### src/rtl/burst_pkg.sv
package burst_pkg;
  typedef enum logic [1:0] {
    PH_IDLE = 2'd0,
    PH_PRE  = 2'd1,
    PH_PAY  = 2'd2
  } phase_e;

  localparam int unsigned LFSR_W = 15;
  localparam logic [LFSR_W-1:0] LFSR_SEED = '1;
endpackage

### src/rtl/prbs15_word.sv
module prbs15_word
  import burst_pkg::*;
#(
  parameter int unsigned DATA_W = 32
) (
  input  logic              clk_i,
  input  logic              rst_ni,
  input  logic              load_i,
  input  logic              adv_i,
  output logic [DATA_W-1:0] word_o
);
  logic [LFSR_W-1:0] lfsr_q, lfsr_nxt;

  always_comb begin
    logic [LFSR_W-1:0] s;
    logic              b;
    s      = lfsr_q;
    word_o = '0;
    for (int i = 0; i < int'(DATA_W); i++) begin
      b = s[14] ^ s[13];
      word_o[DATA_W-1-i] = b;
      s = {s[13:0], b};
    end
    lfsr_nxt = s;
  end

  always_ff @(posedge clk_i or negedge rst_ni) begin
    if (!rst_ni)      lfsr_q <= LFSR_SEED;
    else if (load_i)  lfsr_q <= LFSR_SEED;
    else if (adv_i)   lfsr_q <= lfsr_nxt;
  end


  lfsr_nonzero_chk: assert property (@(posedge clk_i) disable iff (!rst_ni)
    lfsr_q != '0);
endmodule

### src/rtl/burst_seq.sv
module burst_seq
  import burst_pkg::*;
#(
  parameter int unsigned PRE_WORDS   = 4,
  parameter int unsigned SHORT_WORDS = 256,
  parameter int unsigned LONG_WORDS  = 512
) (
  input  logic   clk_i,
  input  logic   rst_ni,
  input  logic   start_i,
  input  logic   long_i,
  output phase_e phase_o,
  output logic   load_o,
  output logic   last_o
);
  localparam int unsigned MAX_CNT = (PRE_WORDS > LONG_WORDS) ? PRE_WORDS : LONG_WORDS;
  localparam int unsigned CNT_W   = $clog2(MAX_CNT + 1);
  localparam logic [CNT_W-1:0] PRE_LAST   = CNT_W'(PRE_WORDS - 1);
  localparam logic [CNT_W-1:0] SHORT_LAST = CNT_W'(SHORT_WORDS - 1);
  localparam logic [CNT_W-1:0] LONG_LAST  = CNT_W'(LONG_WORDS - 1);

  phase_e           ph_q;
  logic [CNT_W-1:0] cnt_q;
  logic             long_q;

  assign phase_o = ph_q;
  assign load_o  = (ph_q == PH_IDLE) && start_i;
  assign last_o  = (ph_q == PH_PAY) && (cnt_q == (long_q ? LONG_LAST : SHORT_LAST));

  always_ff @(posedge clk_i or negedge rst_ni) begin
    if (!rst_ni) begin
      ph_q   <= PH_IDLE;
      cnt_q  <= '0;
      long_q <= 1'b0;
    end else begin
      unique case (ph_q)
        PH_IDLE: if (start_i) begin
          ph_q   <= PH_PRE;
          cnt_q  <= '0;
          long_q <= long_i;
        end
        PH_PRE: begin
          if (cnt_q == PRE_LAST) begin
            ph_q  <= PH_PAY;
            cnt_q <= '0;
          end else cnt_q <= cnt_q + 1'b1;
        end
        PH_PAY: begin
          if (last_o) begin
            ph_q  <= PH_IDLE;
            cnt_q <= '0;
          end else cnt_q <= cnt_q + 1'b1;
        end
        default: ph_q <= PH_IDLE;
      endcase
    end
  end


  pay_no_restart_chk: assert property (@(posedge clk_i) disable iff (!rst_ni)
    (ph_q == PH_PAY && !last_o) |=> ph_q == PH_PAY);


  size_hold_chk: assert property (@(posedge clk_i) disable iff (!rst_ni)
    (ph_q != PH_IDLE) |=> $stable(long_q) || $past(last_o));
endmodule

### src/rtl/burst_prbs_gen.sv
module burst_prbs_gen
  import burst_pkg::*;
#(
  parameter int unsigned DATA_W      = 32,
  parameter int unsigned PRE_WORDS   = 4,
  parameter int unsigned SHORT_BYTES = 1024,
  parameter int unsigned LONG_BYTES  = 2048
) (
  input  logic              clk_i,
  input  logic              rst_ni,
  input  logic              start_i,
  input  logic              long_i,
  output logic [DATA_W-1:0] data_o,
  output logic              valid_o,
  output logic              busy_o,
  output logic              done_o
);
  localparam int unsigned SHORT_WORDS = SHORT_BYTES * 8 / DATA_W;
  localparam int unsigned LONG_WORDS  = LONG_BYTES * 8 / DATA_W;

  logic [DATA_W-1:0] pre_pat;
  logic [DATA_W-1:0] prbs_word;
  phase_e            phase;
  logic              load, last;

  for (genvar g = 0; g < int'(DATA_W); g++) begin : g_pat
    assign pre_pat[g] = ((DATA_W - 1 - g) % 2) == 0;
  end

  burst_seq #(
    .PRE_WORDS  (PRE_WORDS),
    .SHORT_WORDS(SHORT_WORDS),
    .LONG_WORDS (LONG_WORDS)
  ) u_seq (
    .clk_i  (clk_i),
    .rst_ni (rst_ni),
    .start_i(start_i),
    .long_i (long_i),
    .phase_o(phase),
    .load_o (load),
    .last_o (last)
  );

  prbs15_word #(.DATA_W(DATA_W)) u_prbs (
    .clk_i (clk_i),
    .rst_ni(rst_ni),
    .load_i(load),
    .adv_i (phase == PH_PAY),
    .word_o(prbs_word)
  );

  always_comb begin
    unique case (phase)
      PH_PRE:  data_o = pre_pat;
      PH_PAY:  data_o = prbs_word;
      default: data_o = '0;
    endcase
  end

  assign busy_o  = phase != PH_IDLE;
  assign valid_o = busy_o;
  assign done_o  = last;


  done_single_chk: assert property (@(posedge clk_i) disable iff (!rst_ni)
    done_o |=> !done_o);


  done_then_idle_chk: assert property (@(posedge clk_i) disable iff (!rst_ni)
    done_o |=> !busy_o && data_o == '0);


  pre_first_chk: assert property (@(posedge clk_i) disable iff (!rst_ni)
    $rose(busy_o) |-> data_o == pre_pat);


  start_launch_chk: assert property (@(posedge clk_i) disable iff (!rst_ni)
    (!busy_o && start_i) |=> busy_o && valid_o);
endmodule

### config.mk
export PLATFORM = sky130hd
export DESIGN_NAME = burst_prbs_gen
export DESIGN_NICKNAME = d
export VERILOG_FILES = /design/src/rtl/burst_pkg.sv /design/src/rtl/prbs15_word.sv /design/src/rtl/burst_seq.sv /design/src/rtl/burst_prbs_gen.sv
export SDC_FILE = /design/constraint.sdc
export NUM_CORES = 1
export LEC_CHECK = 0
export BUFFER_PORTS_ARGS = -buffer_cell sky130_fd_sc_hd__buf_2
export CAP_MARGIN = 20
export CORE_ASPECT_RATIO = 0.6
export CORE_MARGIN = 2
export CORE_UTILIZATION = 59
export DETAILED_ROUTE_END_ITERATION = 10
export PLACE_DENSITY = 0.82
export SYNTH_ARGS = -nofsm -noshare
export SYNTH_HDL_FRONTEND = slang
export SYNTH_SLANG_ARGS = --single-unit
export TNS_END_PERCENT = 1
### constraint.sdc
create_clock -name clk_i -period 5.3 [get_ports clk_i]
set_input_delay 1.06 -clock clk_i [delete_from_list [all_inputs] [get_ports clk_i]]
set_output_delay 1.06 -clock clk_i [all_outputs]
set_load 0.1 [all_outputs]
==> implementation parameters <==
Parameter                              Value

Clock network
  Post-cts sizing count    0
  Num Clock Sinks    28
  Maximum level of the CTS H-tree    1
  Clock-pin slew of the registers on the worst-case setup and hold paths    90 ps
  Number of hold buffers added after cts    0
  Number of CTS-inserted buffers    3
  Root buffer selected by CTS    clkbuf_8
  Setup fix buffers added after clock tree synthesis    0
  CTS tree    built
  Clock latency at the later pin of the worst-skew pair    270 ps
  Maximum count of clock buffers along a single path    2

Timing
  Worst clock skew    4.31 ps
  Slew HR    40.6%
  Number of setup violations in the final report    0
  Total negative setup slack    0 ps
  Slew at the pin with the worst max-slew slack    889 ps
  Number of hold violations in the final report    0
  Timing-limited maximum frequency    266 MHz
  Slew Limit Fails    0
  Final critical delay including setup and external delays    3760 ps
  Tcrit/Tclk final    70.9%
  Post-route worst setup slack    1540 ps
  RSZ-0062 raised after global routing    no

Die
  Starting density of the core    60.9%
  Core footprint    3200 µm²
  Total die area    3800 µm²
  I/O pin cnt    39
  Width of the die    78.3 µm
  Chip height    48.6 µm
  # rows    16

Worst setup path
  Critical Path Slowest Stage Cell    nand2_1
  Peak fanout along the critical path    33
  Startpoint type of the worst setup path    flop
  Required time reported for the critical path endpoint    4240 ps
  Cells traversed along the worst timing path    inv_1, ha_1, buf_4, nand2_1, o21ai_0, buf_2
  CP max stage delay    570 ps
  Crit. Startpoint    u_seq.phase_o[0]
  Internal reg-to-reg setup slack    2680 ps
  Start-to-end type of the worst setup path    flop to output pin
  Source of the worst register-to-register timing path    u_seq.phase_o[0]
  Count of cells along the worst register-to-register path    7
  Reg-to-reg critical path endpoint    u_seq.cnt_q[2]
  Signal arrival time at the worst endpoint    2700 ps
  Kind of end point of the critical path    output pin

Final layout
  Area occupied by multi-input gates    1090 µm²
  Register cell area after layout    719 µm²
  Layout Nets    263
  Area growth from synthesis to final layout    9.23%
  Number of fill cells in the layout    292
  Ant. Diodes    0
  Share of layout cells above drive strength 1    24.7%
  Fin cells    296

Logic synthesis
  Total nets after synthesis    246
  Combined area of all synthesized cells    1950 µm²
  Flip-flop and latch count after synthesis    28
  Async set or reset register ratio after synthesis    100%
  Area share of the leading cell type in the synthesized netlist    20.2%
  Mapped Avg Cell Area    8.31 µm²
  Number of enable flip-flop cells after synthesis    0
  Synth unique cells    35
  Sequential cell area fraction in the yosys report    36.9%
  Dominant cell type by area after synthesis    dfstp_2
  Most frequent cell after synthesis    xnor2_1
  Ranking of synthesized cells by instance count    xnor2_1 (34), nand2_1 (32), o21ai_0 (31)
  Top post-synthesis cells by area    dfstp_2 (20%), dfrtp_1 (17%), xnor2_1 (15%)
  Number of warning messages in the yosys log    0
  Synth Instances    235
  Dominant register cell in the synthesized netlist    dfstp_2

Route
  Vias    1704
  DR DRC count    0
  Count of nets left with antenna violations after detail routing    0
  Pre-Repair DR Iteration Count    4
  Starting DRT DRC Count    135
  Final wirelength    4430 µm
  Average detailed-routed wire length per instance    15.0 µm
  Via density per instance    5.76

GRT
  Number of global-route vias before repair    1512
  First-pass GRT wire length    7360 µm
  Largest net degree at the start of global routing    34
  Antenna violations before repair    0
  Total global routing track utilization    24.4%
  Gr ovfl total    0

Run status
  Run status    complete, no violations

Placed design
  Post-placement cell count    292
  Setup Slack @ Placement    1880 ps
  Detail Placement HPWL    3310 µm
  Routability cong.    0.831
  Number of port buffers    38

Flow run
  Maxcap violations    0

Hold path
  Number of instances on the worst hold path    2
  Worst hold path class    flop to flop
  Beginning of the worst hold path    u_seq.cnt_q[1]
  Hold EP    u_seq.cnt_q[1]
[worst max-delay path by stage]
stage / slack (ps) / cells after the start / end
after floorplan: 920 / 6 / data_o[21]
after detailed placement: 1880 / 6 / data_o[21]
after global placement: 1950 / 6 / data_o[1]
after global routing: 1260 / 6 / data_o[19]
final: 1540 / 6 / data_o[19]
after CTS: 1560 / 6 / data_o[21]
[kinds of logic after synthesis]
family | after synthesis | share of synthesized area [%]
fa+ha+maj | 7 | 4.49
flops | 28 | 36.9
xor+xnor | 37 | 16.6
simple gates | 78 | 18.2
compound gates | 49 | 14.9
mux | 3 | 1.73
buf+inv | 33 | 7.24
[per-stage QoR]
step	hold WS [ps]	utilization [%]	cell area (µm²)
6_report	523	66.6	2130
5_1_grt	565	66.6	2130
4_1_cts	530	66.6	2130
3_5_place_dp	510	65.2	2090
3_3_place_gp	494	65.2	2090
2_1_floorplan	474	-	1950
[layout by cell type, fill, tap and decap left out, drive strengths merged, types with 2 or more instances in the layout]
cell type  count
a21oi          5
a221o          5
buf           39
clkbuf         4
dfrtp         13
dfstp         15
ha             7
inv            5
mux2           3
nand2         32
nand2b         2
nand3          5
nand4          3
nor2          23
nor2b          2
nor3           3
nor4           5
o211ai         2
o21ai         32
xnor2         34
xor2           3
[per-layer routing]
metal	share of wire [%]	global-route usage, %	up-vias
li1	-	-	808
met1	47	37.5	818
met2	44	35.9	74
met3	8.0	5.41	4
met4	0.56	4.09	0
met5	0	0	-
[critical path: cells and delay by family (launching register included)]
kind	cells	cell delay [ps]
buffers and inverters	3	860
adder cells (fa/ha/maj)	1	160
AND/OR/NAND/NOR	1	570
flip-flops	1	440
AO/OA/AOI/OAI	1	400
[flip-flops by register name, summed over array words and instances, names as in the netlist]
signal,cells
u_seq.cnt_q,10
u_prbs.lfsr_q,15
u_seq.phase_o,2
u_seq.long_q,1
[layout make-up]
cell class / instances / share of cell area, %
multi-input cells: 174 / 51.2
flip-flops and latches: 28 / 33.7
repair buffers: 39 / 9.27
well taps: 45 / 2.64
clock buffers: 4 / 2.11
inverters: 6 / 1.06
Power is left out: the tool's default activity adds up to more than one toggle a clock period on the data nets, which glitch-free logic cannot reach.
